<file path="config.mk">
export PLATFORM = sky130hd
export DESIGN_NAME = tgl_poll_ctrl
export DESIGN_NICKNAME = d
export VERILOG_FILES = /design/src/rtl/tp_pkg.sv /design/src/rtl/tp_seq.sv /design/src/rtl/tp_pair_cnt.sv /design/src/rtl/tp_judge.sv /design/src/rtl/tp_win_chk.sv /design/src/rtl/tgl_poll_ctrl.sv
export SDC_FILE = /design/constraint.sdc
export NUM_CORES = 1
export LEC_CHECK = 0
export CAP_MARGIN = 20
export CELL_PAD_IN_SITES_DETAIL_PLACEMENT = 0
export CELL_PAD_IN_SITES_GLOBAL_PLACEMENT = 2
export CORE_ASPECT_RATIO = 1.5
export CORE_UTILIZATION = 31
export DETAILED_ROUTE_END_ITERATION = 10
export PLACE_DENSITY_LB_ADDON = 0.15
export SYNTH_ARGS = -nofsm -noshare
export SYNTH_HDL_FRONTEND = slang
export SYNTH_HIERARCHICAL = 1
export SYNTH_SLANG_ARGS = --single-unit
</file>
<file path="constraint.sdc">
create_clock -name clk -period 2.25 [get_ports clk]
set_input_delay 0.225 -clock clk [delete_from_list [all_inputs] [get_ports clk]]
set_output_delay 0.225 -clock clk [all_outputs]
set_load 0.1 [all_outputs]
</file>
<file path="src/rtl/tp_pkg.sv">
package tp_pkg;
  typedef enum logic [3:0] {
    TS_IDLE, TS_PRE, TS_WCMD, TS_POST, TS_GAP0,
    TS_RD1, TS_GAP1, TS_RD2, TS_EVAL
  } tp_state_e;

  typedef enum logic [1:0] {
    TV_MORE, TV_DONE, TV_TMO, TV_LIM
  } tp_verdict_e;

  localparam int unsigned TGL_POS_DEF = 6;
  localparam int unsigned TMO_POS_DEF = 5;
  localparam int unsigned WIN_POS_DEF = 3;
endpackage

</file>
<file path="src/rtl/tp_seq.sv">
module tp_seq
  import tp_pkg::*;
(
  input  logic        clk,
  input  logic        rst_n,
  input  logic        start,
  input  logic        chk_dq3,
  input  logic        cmd_sent,
  input  logic        rd_ack,
  input  tp_verdict_e verdict,
  output logic        rd_req,
  output logic        ce_n,
  output logic        launch,
  output logic        cap_pre,
  output logic        cap_post,
  output logic        cap_a,
  output logic        cap_b,
  output logic        eval
);
  tp_state_e state, nxt;

  always_ff @(posedge clk or negedge rst_n) begin
    if (!rst_n) state <= TS_IDLE;
    else        state <= nxt;
  end

  always_comb begin
    nxt = state;
    unique case (state)
      TS_IDLE: if (start) nxt = chk_dq3 ? TS_PRE : TS_RD1;
      TS_PRE:  if (rd_ack) nxt = TS_WCMD;
      TS_WCMD: if (cmd_sent) nxt = TS_POST;
      TS_POST: if (rd_ack) nxt = TS_GAP0;
      TS_GAP0: nxt = TS_RD1;
      TS_RD1:  if (rd_ack) nxt = TS_GAP1;
      TS_GAP1: nxt = TS_RD2;
      TS_RD2:  if (rd_ack) nxt = TS_EVAL;
      TS_EVAL: nxt = (verdict == TV_MORE) ? TS_RD1 : TS_IDLE;
      default: nxt = TS_IDLE;
    endcase
  end

  assign rd_req   = (state == TS_PRE) || (state == TS_POST) ||
                    (state == TS_RD1) || (state == TS_RD2);
  assign ce_n     = (state == TS_IDLE);
  assign launch   = (state == TS_IDLE) && start;
  assign cap_pre  = (state == TS_PRE)  && rd_ack;
  assign cap_post = (state == TS_POST) && rd_ack;
  assign cap_a    = (state == TS_RD1)  && rd_ack;
  assign cap_b    = (state == TS_RD2)  && rd_ack;
  assign eval     = (state == TS_EVAL);
endmodule

</file>
<file path="src/rtl/tp_pair_cnt.sv">
module tp_pair_cnt #(
  parameter int unsigned MAX_PAIRS = 64
) (
  input  logic clk,
  input  logic rst_n,
  input  logic clr,
  input  logic inc,
  output logic last
);
  localparam int unsigned CW = $clog2(MAX_PAIRS + 2);

  logic [CW-1:0] cnt;

  always_ff @(posedge clk or negedge rst_n) begin
    if (!rst_n)   cnt <= '0;
    else if (clr) cnt <= '0;
    else if (inc) cnt <= cnt + 1'b1;
  end

  generate
    if (MAX_PAIRS > 0) begin : g_limit
      assign last = (cnt >= CW'(MAX_PAIRS - 1));
    end else begin : g_unlimited
      logic unused_cnt;
      assign unused_cnt = ^cnt;
      assign last = 1'b0;
    end
  endgenerate
endmodule

</file>
<file path="src/rtl/tp_judge.sv">
module tp_judge
  import tp_pkg::*;
#(
  parameter int unsigned MAX_PAIRS = 64
) (
  input  logic        clk,
  input  logic        rst_n,
  input  logic        launch,
  input  logic        cap_a,
  input  logic        cap_b,
  input  logic        eval,
  input  logic        tgl_bit,
  input  logic        tmo_bit,
  output tp_verdict_e verdict
);
  logic first_tgl, sec_tgl, sec_tmo, retried, same, last;

  always_ff @(posedge clk or negedge rst_n) begin
    if (!rst_n) begin
      first_tgl <= 1'b0;
      sec_tgl   <= 1'b0;
      sec_tmo   <= 1'b0;
    end else begin
      if (cap_a) first_tgl <= tgl_bit;
      if (cap_b) begin
        sec_tgl <= tgl_bit;
        sec_tmo <= tmo_bit;
      end
    end
  end

  always_ff @(posedge clk or negedge rst_n) begin
    if (!rst_n)                       retried <= 1'b0;
    else if (launch)                  retried <= 1'b0;
    else if (eval && !same && sec_tmo) retried <= 1'b1;
  end

  assign same = (first_tgl == sec_tgl);

  always_comb begin
    if (same)                    verdict = TV_DONE;
    else if (sec_tmo && retried) verdict = TV_TMO;
    else if (sec_tmo)            verdict = TV_MORE;
    else if (last)               verdict = TV_LIM;
    else                         verdict = TV_MORE;
  end

  tp_pair_cnt #(.MAX_PAIRS(MAX_PAIRS)) u_cnt (
    .clk  (clk),
    .rst_n(rst_n),
    .clr  (launch),
    .inc  (eval && (verdict == TV_MORE)),
    .last (last)
  );
endmodule

</file>
<file path="src/rtl/tp_win_chk.sv">
module tp_win_chk (
  input  logic clk,
  input  logic rst_n,
  input  logic cap_pre,
  input  logic cap_post,
  input  logic win_bit,
  output logic erase_rej
);
  logic pre_shut;

  always_ff @(posedge clk or negedge rst_n) begin
    if (!rst_n) begin
      pre_shut  <= 1'b0;
      erase_rej <= 1'b0;
    end else begin
      if (cap_pre) pre_shut <= win_bit;
      erase_rej <= cap_post && (win_bit || pre_shut);
    end
  end
endmodule

</file>
<file path="src/rtl/tgl_poll_ctrl.sv">
module tgl_poll_ctrl
  import tp_pkg::*;
#(
  parameter int unsigned DW        = 8,
  parameter int unsigned MAX_PAIRS = 64,
  parameter int unsigned TGL_POS   = TGL_POS_DEF,
  parameter int unsigned TMO_POS   = TMO_POS_DEF,
  parameter int unsigned WIN_POS   = WIN_POS_DEF
) (
  input  logic          clk,
  input  logic          rst_n,
  input  logic          start,
  input  logic          chk_dq3,
  input  logic          cmd_sent,
  output logic          rd_req,
  input  logic          rd_ack,
  input  logic [DW-1:0] rd_data,
  output logic          ce_n,
  output logic          oe_n,
  output logic          done,
  output logic          err,
  output logic          rst_req,
  output logic          erase_rej
);
  tp_verdict_e verdict;
  logic launch, cap_pre, cap_post, cap_a, cap_b, eval;
  logic unused_rd;

  assign unused_rd = ^rd_data;

  tp_seq u_seq (
    .clk     (clk),
    .rst_n   (rst_n),
    .start   (start),
    .chk_dq3 (chk_dq3),
    .cmd_sent(cmd_sent),
    .rd_ack  (rd_ack),
    .verdict (verdict),
    .rd_req  (rd_req),
    .ce_n    (ce_n),
    .launch  (launch),
    .cap_pre (cap_pre),
    .cap_post(cap_post),
    .cap_a   (cap_a),
    .cap_b   (cap_b),
    .eval    (eval)
  );

  tp_judge #(.MAX_PAIRS(MAX_PAIRS)) u_judge (
    .clk    (clk),
    .rst_n  (rst_n),
    .launch (launch),
    .cap_a  (cap_a),
    .cap_b  (cap_b),
    .eval   (eval),
    .tgl_bit(rd_data[TGL_POS]),
    .tmo_bit(rd_data[TMO_POS]),
    .verdict(verdict)
  );

  tp_win_chk u_win (
    .clk      (clk),
    .rst_n    (rst_n),
    .cap_pre  (cap_pre),
    .cap_post (cap_post),
    .win_bit  (rd_data[WIN_POS]),
    .erase_rej(erase_rej)
  );

  assign oe_n = !rd_req;

  always_ff @(posedge clk or negedge rst_n) begin
    if (!rst_n) begin
      done    <= 1'b0;
      err     <= 1'b0;
      rst_req <= 1'b0;
    end else begin
      done    <= eval && (verdict == TV_DONE);
      err     <= eval && ((verdict == TV_TMO) || (verdict == TV_LIM));
      rst_req <= eval && (verdict == TV_TMO);
    end
  end
endmodule

</file>
==> results.ini <==
[clock_network]
clk_pin_slew_ns = 0.07
clock-root-buffer = clkbuf_8
cts_tree = built
clock_latency_ns = 0.25
cts_inserted_buffers = 3
cts_buffer_depth = 2
cts_max_level = 1
cts.sinks = 20

[global_route]
grt_max_degree = 21
grt_use_total_pct = 13.5
grt_pass1_vias = 827
grt_overflow_total = 0
antenna_found_initial = 0
grt_pass1_wl_um = 3600

[cells_and_area]
area_growth_pct = 27.7
drive_gt1_share_pct = 26.8
fin_nets = 139
diodes = 0
fillers = 334

[synthesis]
syn-num-nets = 115
synthFlopType = dfrtp_1
synthCells = 100
synth_area_mm2 = 0.00105
async_reset_ff_share_pct = 100
synth-warning-count = 6
ys_ff_latch = 20
avgSynthCellArea_um2 = 10.5
synth_most_common_cell = dfrtp_1
synthTopCellsByArea = dfrtp_1, nor2_1, mux2i_1, nor3_1, inv_1
synth_top_area_cell = dfrtp_1
yosys-top-cells-count = dfrtp_1, nor2_1, inv_1
synth_edf_count = 0
ys_types = 39
ys_seq_area_share_pct = 47.7
synth_top_area_share_pct = 47.7

[pwr]
p_leak_nw = 0.621
power_density_mw_per_mm2 = 1330
vdd_drop_max_mv = 0.912

[sta]
hold_viol_final = 0
tightest_slew_ns = 0.381
timing.fmax_mhz = 484
max_slew_margin_pct = 74.4
period_needed_ns = 2.07
finalMaxSlewViolations = 0
period_share_pct = 91.8
setup_viol = 0
worst_slack_ns = 0.185
fin_tns_setup_ns = 0
fin_worst_skew_ns = 0.00125

[worst_setup_path]
cp_cell_sequence = ha_1 > a21oi_1 > o21bai_1 > mux2i_1 > and3b_2 > nand4_2 > or3_1 > a21oi_2
startpoint = u_judge/u_cnt/cnt[1]$_DFFE_PN0P_
cp_data_arrival_time_ns = 2.25
critical_path.top_delay_family = simple AND/OR/NAND/NOR gates
cp_max_fo = 5
cp-start-kind = register
rr_startpoint = u_judge/u_cnt/cnt[1]$_DFFE_PN0P_
path_buf_inv = 0
cpPeakStageDelay_ns = 0.40
rr_worst_depth = 8
worst-path-stages = 8
worst_setup_path_end_kind = register
critPathRequiredTime_ns = 2.43
slowest_stage = dfrtp_1
timing_worst_setup_path_type = register to register

[drt]
drc_errors = 0
m1WireLength_um = 829
wl_met2_um = 1190
ant_nets = 0
wire_per_inst_um = 12.8
drt-initial-drc-count = 8
top_layer_used = met4
dr_wl_met3_um = 52
dr.pass1.iters = 3
dr_total_vias = 786
totalWireLength_um = 2090
viasPerCell = 4.82

[floorplanning]
pin_count = 21
start_util_pct = 32.9
die_width_um = 49.5
core_area_mm2 = 0.00319
std_cell_rows = 25
die_h_um = 73.2
die_area_mm2 = 0.00362

[placement]
place.gp.congestion = 0.705
hpwl_um = 1630
io_buffer_count = 15
place_ws_ns = 0.0996

[status]
outcome = finished clean

[worst_hold_path]
hold_class = input pin to asynchronous set/reset pin

[run]
maxCapViolations = 0

-- worst register-to-register path, stage by stage (launching register included) --
cell      delay (ns)
dfrtp_1         0.40
ha_1            0.22
a21oi_1         0.14
o21bai_1        0.11
mux2i_1         0.21
and3b_2         0.29
nand4_2         0.14
or3_1           0.34
a21oi_2         0.14
-- cells by family (layout without fill, tap and decap cells) --
family | Yosys count | count (layout) | share of synthesized area, %
buffers and inverters | 11 | 34 | 5.49
xor gates and xnor gates | 6 | 6 | 5.73
AOI/OAI and AO/OA | 18 | 18 | 13.4
muxes | 6 | 6 | 6.44
adders and majority gates | 1 | 1 | 1.19
and+or+nand+nor | 38 | 38 | 20.0
DFF | 20 | 20 | 47.7
-- placed cells by master, fill, tap and decap left out, drive strengths merged, types with 3 or more instances in the layout --
cell type      synthesis  layout
clkdlybuf4s50          0       8
buf                    3      14
and2                   3       3
nand2                  5       5
and3b                  3       3
nor3                   6       6
xor2                   3       3
dfrtp                 20      20
nand4                  3       3
a21oi                  4       4
inv                    8       8
clkbuf                 0       4
nor2                  11      11
mux2                   3       3
xnor2                  3       3
mux2i                  3       3
o21ai                  5       5
-- sequential cells by signal, summed over array words and instances (netlist names) --
name / cells
rst_req: 1
u_judge/sec_tgl: 1
u_judge/sec_tmo: 1
u_win/erase_rej: 1
u_judge/first_tgl: 1
u_seq/state: 4
err: 1
done: 1
u_judge/u_cnt/cnt: 7
u_win/pre_shut: 1
u_judge/retried: 1
-- path summary, 6_finish.rpt --
path | end | slack, ns
min | u_judge/u_cnt/cnt[3]$_DFFE_PN0P_ | 0.31
max in group asynchronous | u_judge/sec_tmo$_DFFE_PN0P_ | 1.73
min reg2reg | u_win/erase_rej$_DFF_PN0_ | 0.50
max reg2reg | u_judge/u_cnt/cnt[5]$_DFFE_PN0P_ | 0.18
max | u_judge/u_cnt/cnt[5]$_DFFE_PN0P_ | 0.18
min in group clk | u_win/erase_rej$_DFF_PN0_ | 0.50
-- through the flow --
stage | instance area, µm² | util [%] | power [mW] | std cells | hold slack, ns
6_report | 1340 | 42.0 | 1.78 | 163 | 0.314
2_1_floorplan | 1070 | - | 1.31 | 100 | -0.0706
5_1_grt | 1340 | 42.0 | 1.90 | 163 | 0.326
4_1_cts | 1330 | 41.6 | 1.79 | 162 | 0.322
3_5_place_dp | 1270 | 39.8 | 1.52 | 158 | 0.484
3_3_place_gp | 1270 | 39.8 | 1.50 | 158 | 0.482
-- what timing repair did --
| item | CTS | global route |
|---|---|---|
| setup buffers | 0 | 1 |
| setup endpoints to repair | 0 | 2 |
| gates resized for setup | 0 | 2 |
| hold buffers | 0 | 0 |
-- metal layers --
| metal | global-route usage (%) | vias up |
|---|---|---|
| met4 | 7.62 | 0 |
| met2 | 26.5 | 11 |
| met1 | 13.2 | 376 |
| li1 | - | 397 |
| met3 | 1.88 | 2 |
| met5 | 0 | - |
-- power by group --
part,switching [mW],internal (mW)
sequential,0.0760,0.467
combinational,0.610,0.361
clock,0.113,0.155
total,0.798,0.984
-- cell type report --
| class | instances | area (µm²) | share of cell area, % |
|---|---|---|---|
| Timing Repair Buffer | 22 | 185 | 13.8 |
| Tap cell | 40 | 50.0 | 3.74 |
| Inverter | 8 | 30.0 | 2.24 |
| Sequential cell | 20 | 500 | 37.4 |
| Clock buffer | 4 | 55.1 | 4.11 |
| Multi-Input combinational cell | 69 | 518 | 38.7 |
Power figures use the tool's default switching activity.
